### src/rtl/ldal_pkg.sv
// Package: shared constants, load-code encoding and decoded control type for
// the load aligner. Assumes a byte-addressed word of WORD_W bits.
package ldal_pkg;

    localparam int WORD_W = 32;
    localparam int BYTE_W = 8;
    localparam int LANES  = WORD_W / BYTE_W;
    localparam int OFF_W  = $clog2(LANES);
    localparam int OP_W   = 6;

    // Load codes; the values are decoded by the neighbouring decode stage.
    localparam logic [OP_W-1:0] CODE_S8   = 6'h20;
    localparam logic [OP_W-1:0] CODE_S16  = 6'h21;
    localparam logic [OP_W-1:0] CODE_MHI  = 6'h22;
    localparam logic [OP_W-1:0] CODE_W32  = 6'h23;
    localparam logic [OP_W-1:0] CODE_U8   = 6'h24;
    localparam logic [OP_W-1:0] CODE_U16  = 6'h25;
    localparam logic [OP_W-1:0] CODE_MLO  = 6'h26;

    typedef enum logic [2:0] {
        KIND_NONE = 3'd0,
        KIND_BYTE = 3'd1,
        KIND_HALF = 3'd2,
        KIND_WORD = 3'd3,
        KIND_MHI  = 3'd4,
        KIND_MLO  = 3'd5
    } ld_kind_e;

    typedef struct packed {
        ld_kind_e kind;
        logic     sgn;
    } ld_ctl_t;

    // Map a raw load code to its access kind and extension sign.
    function automatic ld_ctl_t decode_op(input logic [OP_W-1:0] code);
        ld_ctl_t c;
        c.kind = KIND_NONE;
        c.sgn  = 1'b0;
        unique case (code)
            CODE_S8:  begin c.kind = KIND_BYTE; c.sgn = 1'b1; end
            CODE_U8:  begin c.kind = KIND_BYTE; c.sgn = 1'b0; end
            CODE_S16: begin c.kind = KIND_HALF; c.sgn = 1'b1; end
            CODE_U16: begin c.kind = KIND_HALF; c.sgn = 1'b0; end
            CODE_W32: c.kind = KIND_WORD;
            CODE_MHI: c.kind = KIND_MHI;
            CODE_MLO: c.kind = KIND_MLO;
            default:  c.kind = KIND_NONE;
        endcase
        return c;
    endfunction

endpackage

### src/rtl/ldal_lane_pick.sv
// Module: ldal_lane_pick
// Picks a byte or halfword lane out of the aligned word and extends it to the
// full word width. Assumes the word holds an even number of byte lanes. Lane
// numbering follows BIG_END: when it is set, offset 0 is the most significant
// byte.
module ldal_lane_pick #(
    parameter int WORD_W  = 32,
    parameter int BYTE_W  = 8,
    parameter bit BIG_END = 1'b1,
    localparam int LANES  = WORD_W / BYTE_W,
    localparam int OFF_W  = $clog2(LANES),
    localparam int HALF_W = 2 * BYTE_W,
    localparam int HALVES = LANES / 2
) (
    input  logic [WORD_W-1:0] word_i,
    input  logic [OFF_W-1:0]  off_i,
    input  logic              sgn_i,
    output logic [WORD_W-1:0] byte_o,
    output logic [WORD_W-1:0] half_o
);

    logic [BYTE_W-1:0] lane_b [LANES];
    logic [HALF_W-1:0] lane_h [HALVES];

    // Slice the word into byte lanes and halfword lanes.
    for (genvar gi = 0; gi < LANES; gi++) begin : g_byte
        assign lane_b[gi] = word_i[gi*BYTE_W +: BYTE_W];
    end
    for (genvar gh = 0; gh < HALVES; gh++) begin : g_half
        assign lane_h[gh] = word_i[gh*HALF_W +: HALF_W];
    end

    logic [OFF_W-1:0]   b_idx;
    logic [OFF_W-2:0]   h_off;
    logic [OFF_W-2:0]   h_idx;
    logic [BYTE_W-1:0]  b_sel;
    logic [HALF_W-1:0]  h_sel;

    // Turn the address offset into physical lane indices.
    always_comb begin
        h_off = off_i[OFF_W-1:1];
        if (BIG_END) begin
            b_idx = OFF_W'(LANES - 1) - off_i;
            h_idx = (OFF_W-1)'(HALVES - 1) - h_off;
        end else begin
            b_idx = off_i;
            h_idx = h_off;
        end
    end

    // Select the lanes and extend them with the sign bit or with zeros.
    always_comb begin
        b_sel  = lane_b[b_idx];
        h_sel  = lane_h[h_idx];
        byte_o = {{(WORD_W-BYTE_W){sgn_i & b_sel[BYTE_W-1]}}, b_sel};
        half_o = {{(WORD_W-HALF_W){sgn_i & h_sel[HALF_W-1]}}, h_sel};
    end

endmodule

### src/rtl/ldal_merge.sv
// Module: ldal_merge
// Builds both partial-load results. Merge-high shifts memory up and keeps the
// low bytes of the old register. Merge-low shifts memory down and keeps the
// high bytes of the old register. Assumes the offset is a byte offset inside
// one word. With BIG_END set, the offset is mirrored into the little-end lane
// index before the shift amounts are formed.
module ldal_merge #(
    parameter int WORD_W  = 32,
    parameter int BYTE_W  = 8,
    parameter bit BIG_END = 1'b1,
    localparam int LANES  = WORD_W / BYTE_W,
    localparam int OFF_W  = $clog2(LANES),
    localparam int SH_W   = $clog2(WORD_W)
) (
    input  logic [WORD_W-1:0] mem_i,
    input  logic [WORD_W-1:0] old_i,
    input  logic [OFF_W-1:0]  off_i,
    output logic [WORD_W-1:0] hi_o,
    output logic [WORD_W-1:0] lo_o
);

    logic [OFF_W-1:0]  lane_k;
    logic [SH_W-1:0]   sh_hi;
    logic [SH_W-1:0]   sh_lo;
    logic [WORD_W-1:0] keep_lo;
    logic [WORD_W-1:0] keep_hi;

    // Derive the lane index and the two shift distances.
    always_comb begin
        lane_k = BIG_END ? (OFF_W'(LANES - 1) - off_i) : off_i;
        sh_hi  = SH_W'((LANES - 1 - int'(lane_k)) * BYTE_W);
        sh_lo  = SH_W'(int'(lane_k) * BYTE_W);
    end

    // Form the masks of the old register bits that survive each merge.
    always_comb begin
        keep_lo = ~({WORD_W{1'b1}} << sh_hi);
        keep_hi = ~({WORD_W{1'b1}} >> sh_lo);
    end

    // Combine the shifted memory word with the bytes of the old register.
    always_comb begin
        hi_o = (mem_i << sh_hi) | (old_i & keep_lo);
        lo_o = (mem_i >> sh_lo) | (old_i & keep_hi);
    end

endmodule

### src/rtl/ldal_align_chk.sv
// Module: ldal_align_chk
// Raises the misalignment flag for halfword and word accesses whose offset is
// not a multiple of the access size. Byte loads, partial loads and undecoded
// codes never raise it.
module ldal_align_chk #(
    parameter int OFF_W = 2
) (
    input  ldal_pkg::ld_kind_e kind_i,
    input  logic [OFF_W-1:0]   off_i,
    output logic               misal_o
);

    import ldal_pkg::*;

    // Check the offset against the natural alignment of the access.
    always_comb begin
        unique case (kind_i)
            KIND_HALF: misal_o = off_i[0];
            KIND_WORD: misal_o = |off_i;
            default:   misal_o = 1'b0;
        endcase
    end

endmodule

### src/rtl/ldal_load_align.sv
// Module: ldal_load_align (top)
// Load aligner between the memory read port and writeback. It decodes the
// load code, chooses the lane result, merge result, full word or old value,
// and registers the result with a valid strobe and a misalignment flag.
// Assumes one load per cycle at most and no back-pressure. Reset is
// synchronous and active low.
module ldal_load_align #(
    parameter int WORD_W  = ldal_pkg::WORD_W,
    parameter int BYTE_W  = ldal_pkg::BYTE_W,
    parameter bit BIG_END = 1'b1,
    localparam int LANES  = WORD_W / BYTE_W,
    localparam int OFF_W  = $clog2(LANES),
    localparam int OP_W   = ldal_pkg::OP_W
) (
    input  logic              clk,
    input  logic              rst_n,
    input  logic              in_vld,
    input  logic [OP_W-1:0]   ld_op,
    input  logic [OFF_W-1:0]  addr_lo,
    input  logic [WORD_W-1:0] mem_word,
    input  logic [WORD_W-1:0] reg_old,
    output logic              out_vld,
    output logic [WORD_W-1:0] out_data,
    output logic              out_misal
);

    import ldal_pkg::*;

    ld_ctl_t           ctl;
    logic [WORD_W-1:0] byte_res;
    logic [WORD_W-1:0] half_res;
    logic [WORD_W-1:0] mhi_res;
    logic [WORD_W-1:0] mlo_res;
    logic [WORD_W-1:0] data_nx;
    logic              misal_nx;
    ld_kind_e          kind_q;
    logic              sgn_q;

    // Decode the load code into an access kind and sign.
    always_comb ctl = decode_op(ld_op);

    ldal_lane_pick #(
        .WORD_W (WORD_W),
        .BYTE_W (BYTE_W),
        .BIG_END(BIG_END)
    ) u_pick (
        .word_i(mem_word),
        .off_i (addr_lo),
        .sgn_i (ctl.sgn),
        .byte_o(byte_res),
        .half_o(half_res)
    );

    ldal_merge #(
        .WORD_W (WORD_W),
        .BYTE_W (BYTE_W),
        .BIG_END(BIG_END)
    ) u_merge (
        .mem_i(mem_word),
        .old_i(reg_old),
        .off_i(addr_lo),
        .hi_o (mhi_res),
        .lo_o (mlo_res)
    );

    ldal_align_chk #(
        .OFF_W(OFF_W)
    ) u_chk (
        .kind_i (ctl.kind),
        .off_i  (addr_lo),
        .misal_o(misal_nx)
    );

    // Choose the writeback value for the decoded kind.
    always_comb begin
        unique case (ctl.kind)
            KIND_BYTE: data_nx = byte_res;
            KIND_HALF: data_nx = half_res;
            KIND_WORD: data_nx = mem_word;
            KIND_MHI:  data_nx = mhi_res;
            KIND_MLO:  data_nx = mlo_res;
            default:   data_nx = reg_old;
        endcase
    end

    // Register the result; hold the data and flag in cycles without a load.
    always_ff @(posedge clk) begin
        if (!rst_n) begin
            out_vld   <= 1'b0;
            out_data  <= '0;
            out_misal <= 1'b0;
            kind_q    <= KIND_NONE;
            sgn_q     <= 1'b0;
        end else begin
            out_vld <= in_vld;
            if (in_vld) begin
                out_data  <= data_nx;
                out_misal <= misal_nx;
                kind_q    <= ctl.kind;
                sgn_q     <= ctl.sgn;
            end
        end
    end

    // A word load delivers the memory word unmodified.
    AST_WORD_PASS: assert property (@(posedge clk) disable iff (!rst_n)
        (in_vld && ld_op == CODE_W32) |=> (out_data == $past(mem_word)));

    // Unsigned byte results carry no bits above the byte.
    AST_U8_ZERO_TOP: assert property (@(posedge clk) disable iff (!rst_n)
        (out_vld && kind_q == KIND_BYTE && !sgn_q)
            |-> (out_data[WORD_W-1:BYTE_W] == '0));

    // Signed byte results have uniform upper bits.
    AST_S8_EXT: assert property (@(posedge clk) disable iff (!rst_n)
        (out_vld && kind_q == KIND_BYTE && sgn_q)
            |-> ($countones(out_data[WORD_W-1:BYTE_W-1]) == 0
                 || $countones(out_data[WORD_W-1:BYTE_W-1]) == WORD_W-BYTE_W+1));

    // Partial loads never raise the misalignment flag.
    AST_MERGE_NO_MISAL: assert property (@(posedge clk) disable iff (!rst_n)
        (in_vld && (ld_op == CODE_MHI || ld_op == CODE_MLO)) |=> !out_misal);

    // Undecoded codes hand back the old register value.
    AST_UNKNOWN_KEEPS_OLD: assert property (@(posedge clk) disable iff (!rst_n)
        (in_vld && ctl.kind == KIND_NONE) |=> (out_data == $past(reg_old)));

    // Without a load, the data output does not move.
    AST_IDLE_HOLD: assert property (@(posedge clk) disable iff (!rst_n)
        (!in_vld && $past(rst_n)) |=> ($stable(out_data) && !out_vld));

endmodule

### config.mk
export PLATFORM = sky130hd
export DESIGN_NAME = ldal_load_align
export DESIGN_NICKNAME = d
export VERILOG_FILES = /design/src/rtl/ldal_pkg.sv /design/src/rtl/ldal_lane_pick.sv /design/src/rtl/ldal_merge.sv /design/src/rtl/ldal_align_chk.sv /design/src/rtl/ldal_load_align.sv
export SDC_FILE = /design/constraint.sdc
export NUM_CORES = 1
export LEC_CHECK = 0
export BUFFER_PORTS_ARGS = -buffer_cell sky130_fd_sc_hd__buf_4
export CAP_MARGIN = 20
export CORE_MARGIN = 2
export CORE_UTILIZATION = 40
export DETAILED_ROUTE_END_ITERATION = 12
export PLACE_DENSITY = 0.62
export RECOVER_POWER = 100
export SKIP_CTS_REPAIR_TIMING = 1
export SLEW_MARGIN = 40
export SYNTH_ARGS = -nofsm -noshare
export SYNTH_HDL_FRONTEND = slang
export SYNTH_SLANG_ARGS = --single-unit
### constraint.sdc
create_clock -name clk -period 2.3 [get_ports clk]
set_clock_uncertainty 0.1 [all_clocks]
set_input_delay 0.23 -clock clk [delete_from_list [all_inputs] [get_ports clk]]
set_output_delay 0.23 -clock clk [all_outputs]
set_load 0.1 [all_outputs]
==> results.yml, run 1 <==
floorplanning:
  die_area_um2: 8650
  std_cell_rows: 32
  die_x_um: 93.0
  pin_count: 109
  core-area_um2: 7690
  initial_utilization_pct: 41.2
  fp.dieH_um: 93.0
clocking:
  cts_root_buf: "clkbuf_8"
  cts_buffer_depth: 2
  htree_levels: 2
  clk_latency_ns: 0.28
  cts_tree: "built"
  cts_buffers: 5
  clk_pin_slew_ns: 0.07
  cts.sinks: 34
layout:
  multi_input_area_um2: 2300
  drive_gt1_share_pct: 27.6
  area_growth_pct: 27.9
  num-fill-cells: 812
  nets: 540
  regArea_um2: 681
  fin_util_pct: 52.7
  final_cell_mix: "buf_4 (91), clkbuf_1 (39), nand2_1 (34), dfxtp_1 (34), o21ai_0 (25)"
  antennaDiodeCount: 0
  layout_commonest_cell: "buf_4"
routing:
  wl_met3_um: 875
  final_antenna_net_count: 0
  wl_met2_um: 5590
  drt-total-wl_um: 11400
  avgViaCountPerCell: 6.49
  wire_per_inst_um: 20.2
  firstDrtPassIters: 4
  drtIter0Drc: 222
  top_layer_used: "met4"
  drc_errors: 0
  wl_met1_um: 4660
  vias: 3671
synthesis:
  synth_fp_nets: 438
  synth_fa_ha_area_share_pct: 0
  synth_compound_area_share_pct: 35.7
  synth_edf_count: 0
  syn_area_um2: 3170
  syn_inst: 363
  synth_sequential_area_ratio_pct: 21.5
  synth-xor-area-share_pct: 0
  synth-seq-cells: 34
  synthSimpleGateAreaFrac_pct: 13.5
  syn_avg_cell_area_um2: 8.73
  synth_top_family_by_area: "compound AO/OA/AOI/OAI gates"
  synthMuxAreaShare_pct: 23.2
  ys_types: 49
  ys_warn_count: 0
  synth-main-ff-cell: "dfxtp_1"
  async_flop_share_pct: 0
critical_path:
  end_kind: "flip-flop"
  start_kind: "input pin"
  required_ns: 2.42
  path_max_fanout: 6
  r2r_end: "out_data[9]$_SDFFE_PN0P_"
  worst-r2r-setup-slack_ns: 0.85
  r2r_start: "out_data[9]$_SDFFE_PN0P_"
  r2r_cells: 4
  critical_path_class: "input pin to flip-flop"
  cp_data_arrival_time_ns: 2.13
timing:
  fin_tns_setup_ns: 0
  setup_ws_ns: 0.295
  finalCriticalPeriod_ns: 2.00
  rsz0062_at_grt: "false"
  slew_violations: 0
  final_hold_viol_count: 0
  fmax_mhz: 499
  setup_viol_count_final: 0
  min_period_over_period_pct: 87.2
  tightest_slew_ns: 1.18
  relSlewSlack_pct: 21.8
pwr:
  p_leak_nw: 1.61
  ir_worst_vdd_uv: 223
  power_density_nw_per_um2: 478
placement:
  hpwl_um: 8730
  place_congestion: 0.919
  place_ws_ns: 0.225
  port_buffers: 108
global_routing:
  antenna_found_initial: 0
  grt_pass1_vias: 3618
  overflow: 0
  grt_start_max_net_pins: 32
  grt_util_all_layers_pct: 26.5
  grt_pass1_wl_um: 18200
min_path:
  hold_class: "input pin to flip-flop"
  whs_endpoint: "out_data[27]$_SDFFE_PN0P_"
  worstHoldPathCells: 3
  worstHoldStart: "mem_word[27]"
run:
  maxCapViolations: 0
run_status:
  status: "complete, no violations"
worst max-delay path, cell delays in order:
cell	delay, ns
clkbuf_1	0.10
or3b_1	0.40
clkbuf_1	0.20
a211oi_1	0.55
clkbuf_1	0.29
a22o_1	0.19
a21oi_1	0.05
a21oi_1	0.12
power breakdown:
group          switching [W]  internal [W]  total, W
sequential         0.0000264      0.000631  0.000657
combinational       0.000576      0.000262  0.000838
clock               0.000212      0.000231  0.000442
total               0.000814       0.00112   0.00194
through the flow:
| step | cells | instance area, um^2 | hold slack, ns | power [W] |
|---|---|---|---|---|
| after detailed placement | 560 | 4120 | 0.342 | 0.00154 |
| after global routing | 566 | 4050 | 0.143 | 0.00202 |
| after CTS | 566 | 4200 | 0.133 | 0.00199 |
| final | 566 | 4050 | 0.129 | 0.00194 |
| after global placement | 560 | 4120 | 0.335 | 0.00154 |
| after floorplan | 363 | 3170 | 0.275 | 0.00125 |
cell families (layout without fill, tap and decap cells):
logic type             count (synthesis)  after routing
muxes                                 51             51
buffers and inverters                 39            140
AOI/OAI and AO/OA                    154            154
DFF                                   34             34
and+or+nand+nor                       85             85
layer usage:
layer  global-route usage [%]  vias up
met5                        0        -
met3                     4.27       30
li1                         -     1661
met1                     33.3     1780
met2                     45.7      200
met4                     9.80        0
synth_stat cells, drive strengths merged (2+ instances only):
master	number	area [um^2]
a21oi	21	109
a22oi	13	97.6
mux2i	24	240
nor3	6	35.0
a221o	6	60.1
nor2b	2	12.5
inv	2	7.51
a31oi	19	134
mux4	17	383
and3	3	18.8
a2111oi	2	30.0
mux2	10	113
o221ai	13	114
a222oi	9	90.1
nand2	34	128
a211oi	4	35.0
o21ai	29	145
and2	5	31.3
nand2b	16	100
a22o	8	70.1
a21o	12	90.1
a221oi	11	96.3
nor2	12	45.0
dfxtp	34	681
clkbuf	18	67.6
buf	19	116
worst max-delay path by stage:
stage | startpoint | endpoint | slack [ns] | cells after the start
finish | ld_op[3] | out_data[13]$_SDFFE_PN0P_ | 0.30 | 8
global route | addr_lo[1] | out_data[5]$_SDFFE_PN0P_ | 0.21 | 6
CTS | ld_op[3] | out_data[12]$_SDFFE_PN0P_ | 0.52 | 8
detailed placement | ld_op[3] | out_data[11]$_SDFFE_PN0P_ | 0.22 | 8
global placement | ld_op[3] | out_data[13]$_SDFFE_PN0P_ | 0.23 | 8
floorplan | addr_lo[1] | out_data[9]$_SDFFE_PN0P_ | 0.42 | 6
state kept, by name, summed over array words and instances, names as in the netlist:
signal and cells:
out_data 32, out_misal 1, out_vld 1
layout make-up:
class                      instances  area share [%]
clock buffer                       6            2.04
inverter                           2           0.185
multi-input combinational        290            56.7
sequential                        34            16.8
tap                              102            3.15
timing repair buffer             132            21.1
(Power assumes the default switching activity.)
==> inputs of run 2 (changes only) <==
Settings changed: RECOVER_POWER 100 to 50.
==> run 2 against run 1 <==
Net effect: register-to-register slack hardly changed; non-clock buffer count stayed put; via count is 0.49% lower.
==> results.yml, run 2 (synthesis results as in run 1) <==
clocking:
  clk_latency_ns: 0.28
  cts.sinks: 34
  cts_buffers: 5
  clk_pin_slew_ns: 0.07
  cts_tree: "built"
  cts_root_buf: "clkbuf_8"
  htree_levels: 2
  cts_buffer_depth: 2
timing:
  fin_tns_setup_ns: 0
  relSlewSlack_pct: 21.8
  rsz0062_at_grt: "false"
  tightest_slew_ns: 1.18
  finalCriticalPeriod_ns: 1.90
  min_period_over_period_pct: 82.4
  final_hold_viol_count: 0
  fmax_mhz: 528
  setup_viol_count_final: 0
  slew_violations: 0
pwr:
  power.switching_w: 0.000812
  p_int_w: 0.00113
  seqPwrFrac_pct: 33.9
  p_comb_share_pct: 43.4
  clkPwrFrac_pct: 22.8
  power_density_nw_per_um2: 476
  switching_share_pct: 41.9
  p_leak_nw: 1.64
  ir_worst_vdd_uv: 223
global_routing:
  busiest_layer: "met2"
  grt_use_met3_pct: 4.27
  grt_start_max_net_pins: 32
  use_met1_pct: 33.3
  grt_pass1_vias: 3618
  overflow: 0
  use_met2_pct: 45.7
  antenna_found_initial: 0
  grt_util_all_layers_pct: 26.5
  grt_pass1_wl_um: 18200
layout:
  num-fill-cells: 807
  layout_commonest_cell: "buf_4"
  regMostFlops: "out_data"
  top_regs: "out_data (32), out_misal (1), out_vld (1)"
  largest_reg_flops: 32
  drive_gt1_share_pct: 28.9
  stdcell_count: 566
  nets: 540
  antennaDiodeCount: 0
  area_growth_pct: 28.7
  final_cell_mix: "buf_4 (98), nand2_1 (34), dfxtp_1 (34)"
min_path:
  worstHoldPathCells: 3
  hold_class: "input pin to flip-flop"
  whs_endpoint: "out_data[27]$_SDFFE_PN0P_"
  worstHoldStart: "mem_word[27]"
run_status:
  status: "complete, no violations"
floorplanning:
  fp.dieH_um: 93.0
  pin_count: 109
  core-area_um2: 7690
  die_area_um2: 8650
  die_x_um: 93.0
  std_cell_rows: 32
  initial_utilization_pct: 41.2
critical_path:
  crit_chain: "clkbuf_1"
  cp_num_buf_inv: 1
  r2r_start: "out_data[9]$_SDFFE_PN0P_"
  startpoint: "out_data[10]$_SDFFE_PN0P_"
  crit_family: "buffers and inverters"
  required_ns: 1.97
  path_max_fanout: 3
  end_kind: "output port"
  r2r_end: "out_data[9]$_SDFFE_PN0P_"
  cp.depth: 1
  worst-r2r-setup-slack_ns: 0.85
  cp_data_arrival_time_ns: 1.57
  critPathMaxStageDelay_ns: 0.89
  start_kind: "flip-flop"
  r2r_cells: 4
  critPathSlowestCell: "clkbuf_1"
  critical_path_class: "flip-flop to output port"
routing:
  firstDrtPassIters: 5
  vias: 3653
  avgViaCountPerCell: 6.45
  final_antenna_net_count: 0
  drt-total-wl_um: 11400
  wire_per_inst_um: 20.1
  drtIter0Drc: 213
  drc_errors: 0
placement:
  dp_cells: 560
  place_congestion: 0.919
  port_buffers: 108
  hpwl_um: 8730
run:
  maxCapViolations: 0
-- run 2: worst max-delay path by stage --
stage,slack [ns],endpoint
2_1_floorplan,0.42,out_data[9]$_SDFFE_PN0P_
3_3_place_gp,0.23,out_data[13]$_SDFFE_PN0P_
3_5_place_dp,0.22,out_data[11]$_SDFFE_PN0P_
4_1_cts,0.52,out_data[12]$_SDFFE_PN0P_
5_1_grt,0.37,out_data[10]$_SDFFE_PN0P_
6_report,0.40,out_data[10]
-- run 2: cell type report --
class,instances,area [um^2],share of cell area [%]
Timing Repair Buffer,132,880,21.6
Sequential cell,34,681,16.7
Multi-Input combinational cell,290,2300,56.4
Tap cell,102,128,3.13
Inverter,2,7.51,0.184
Clock buffer,6,82.6,2.03
-- run 2: power by group through the flow --
| stage | registers [W] | logic (W) | clock network [W] |
|---|---|---|---|
| after floorplan | 0.000966 | 0.000287 | 0 |
| after global placement | 0.000670 | 0.000869 | 0 |
| after detailed placement | 0.000671 | 0.000874 | 0 |
| after CTS | 0.000658 | 0.000875 | 0.000455 |
| after global routing | 0.000662 | 0.000889 | 0.000472 |
| final | 0.000657 | 0.000841 | 0.000442 |
-- run 2: per-layer routing --
| layer | up-vias | part of all wire [%] |
|---|---|---|
| li1 | 1666 | - |
| met1 | 1777 | 40 |
| met2 | 185 | 50 |
| met3 | 25 | 7.3 |
| met4 | 0 | 2.5 |
| met5 | - | 0 |
-- run 2: per-stage QoR --
step           hold WS [ns]  total power [W]  setup WS [ns]  cell area, um^2  utilization, %
6_report              0.130          0.00194          0.404             4080            53.0
5_1_grt               0.139          0.00202          0.375             4080            53.0
4_1_cts               0.133          0.00199          0.515             4200            54.6
3_5_place_dp          0.342          0.00154          0.225             4120            53.6
3_3_place_gp          0.335          0.00154          0.225             4120            53.6
2_1_floorplan         0.275          0.00125          0.417             3170               -
==> inputs of run 3 (changes only) <==
Settings changed: PLACE_DENSITY 0.62 to 0.65.
Clock period 2.3 ns to 1.6 ns, I/O delays scaled along.
==> run 3 against run 2 <==
Net effect: combinational power is 71% higher; critical path depth is 6 higher; cell area is 20% higher; core utilization is 10 points higher; clock power is 55% higher; worst setup slack worse by 0.36 ns; sequential power is 44% higher; flip-flop and latch count stayed put; hold slack worse by 0.081 ns; critical path type is now input pin to flip-flop; largest cell class unchanged; largest power group unchanged.
==> results.yml, run 3 (synthesis results as in run 1) <==
placement:
  hpwl_um: 9800
  place_congestion: 0.929
  dp_cells: 635
  placed_area_um2: 4760
  port_buffers: 108
  place_ws_ns: -0.334
critical_path:
  path_max_fanout: 11
  required_ns: 1.68
  critPathMaxStageDelay_ns: 0.34
  cp_common_cell: "buf_4"
  critical_path_class: "input pin to flip-flop"
  crit_family: "compound AO/OA/AOI/OAI gates"
  start_kind: "input pin"
  crit_chain: "buf_4 -> buf_4 -> mux4_2 -> buf_4 -> a21oi_1 -> a31oi_1 -> a21o_1"
  cp_num_buf_inv: 3
  end_kind: "flip-flop"
  cp_data_arrival_time_ns: 1.64
  critPathSlowestCell: "mux4_2"
layout:
  layout_commonest_cell: "buf_4"
  area_growth_pct: 54.1
  antennaDiodeCount: 0
  final_cell_area_um2: 4880
  nets: 617
  regMostFlops: "out_data"
  final_cell_mix: "buf_4 (172), nand2_1 (33), dfxtp_1 (33)"
  top_regs: "out_data (32), out_misal (1), out_vld (1)"
  largest_reg_flops: 32
  drive_gt1_share_pct: 48.6
  stdcell_count: 645
timing:
  tightest_slew_ns: 0.550
  fmax_mhz: 641
  finalCriticalPeriod_ns: 1.56
  relSlewSlack_pct: 63.5
  min_period_over_period_pct: 97.5
  setup_ws_ns: 0.0394
  slew_violations: 0
  final_hold_viol_count: 0
  setup_viol_count_final: 0
global_routing:
  grt_util_all_layers_pct: 28.3
  overflow: 0
  antenna_found_initial: 0
  grt_pass1_wl_um: 19400
  grt_pass1_vias: 3832
  grt_start_max_net_pins: 31
routing:
  wire_per_inst_um: 19.6
  final_antenna_net_count: 0
  wl_met1_um: 5180
  drtIter0Drc: 285
  avgViaCountPerCell: 6.11
  wl_met2_um: 6340
  wl_met3_um: 917
  top_layer_used: "met4"
  firstDrtPassIters: 5
  drt-total-wl_um: 12600
  vias: 3939
  drc_errors: 0
floorplanning:
  core-area_um2: 7690
  pin_count: 109
  std_cell_rows: 32
  die_area_um2: 8650
  die_x_um: 93.0
  initial_utilization_pct: 41.2
  fp.dieH_um: 93.0
clocking:
  cts_buffers: 5
  cts_tree: "built"
  clk_pin_slew_ns: 0.08
  cts_buffer_depth: 2
  cts.sinks: 34
  clk_latency_ns: 0.28
  htree_levels: 2
  cts_root_buf: "clkbuf_8"
min_path:
  hold_class: "input pin to flip-flop"
run:
  maxCapViolations: 0
pwr:
  power_density_nw_per_um2: 628
  p_leak_nw: 2.18
  ir_worst_vdd_uv: 364
run_status:
  status: "complete, no violations"
[run 3: cell types whose count changed in the layout (fill, tap and decap cells not counted), moves of 2 or more]
cell	delta
buf_4	+74
clkbuf_1	-32
clkbuf_2	+30
a221oi_1	-6
a221oi_2	+6
mux2i_1	-6
mux2i_2	+6
buf_12	+4
and3_1	-2
[run 3: worst paths after layout]
kind	start	to	cells past startpoint	slack [ns]
worst max register to register	out_data[9]$_SDFFE_PN0P_	out_data[9]$_SDFFE_PN0P_	4	0.29
worst max-delay path	addr_lo[0]	out_data[15]$_SDFFE_PN0P_	7	0.04
worst min register to register	out_data[6]$_SDFFE_PN0P_	out_data[6]$_SDFFE_PN0P_	2	0.35
worst min-delay path	reg_old[2]	out_data[2]$_SDFFE_PN0P_	3	0.05
[run 3: tightest hold or removal path: stages]
cell and delay (ns):
buf_4 0.09, a221oi_2 0.05, o21ai_1 0.10
[run 3: layout make-up]
type / count / area (um^2)
Clock inverter: 1 / 5.00
Tap cell: 102 / 128
Inverter: 2 / 7.51
Timing Repair Buffer: 209 / 1580
Sequential cell: 34 / 682
Multi-Input combinational cell: 290 / 2400
Fill cell: 712 / 2800
Clock buffer: 7 / 86.3
[run 3: power breakdown]
part           total [W]  internal [W]  switching (W)
sequential      0.000947      0.000907      0.0000402
combinational    0.00144      0.000548       0.000888
clock           0.000683      0.000348       0.000335
[run 3: per-stage QoR]
step | setup TNS (ns) | util [%] | total power, W | hold WS [ns]
after floorplan | -1.27 | - | 0.00182 | 0.213
after global placement | -7.71 | 62.0 | 0.00238 | 0.337
after detailed placement | -8.27 | 62.0 | 0.00239 | 0.340
after CTS | -0.110 | 63.2 | 0.00307 | 0.0399
after global routing | -0.0572 | 63.5 | 0.00319 | 0.0462
final | 0 | 63.5 | 0.00307 | 0.0492
[run 3: routing by layer]
metal  global-route usage (%)  up-vias
met5                        0        -
met4                     7.97        0
met3                     3.71       16
met2                     50.6      190
met1                     35.6     1917
li1                         -     1816
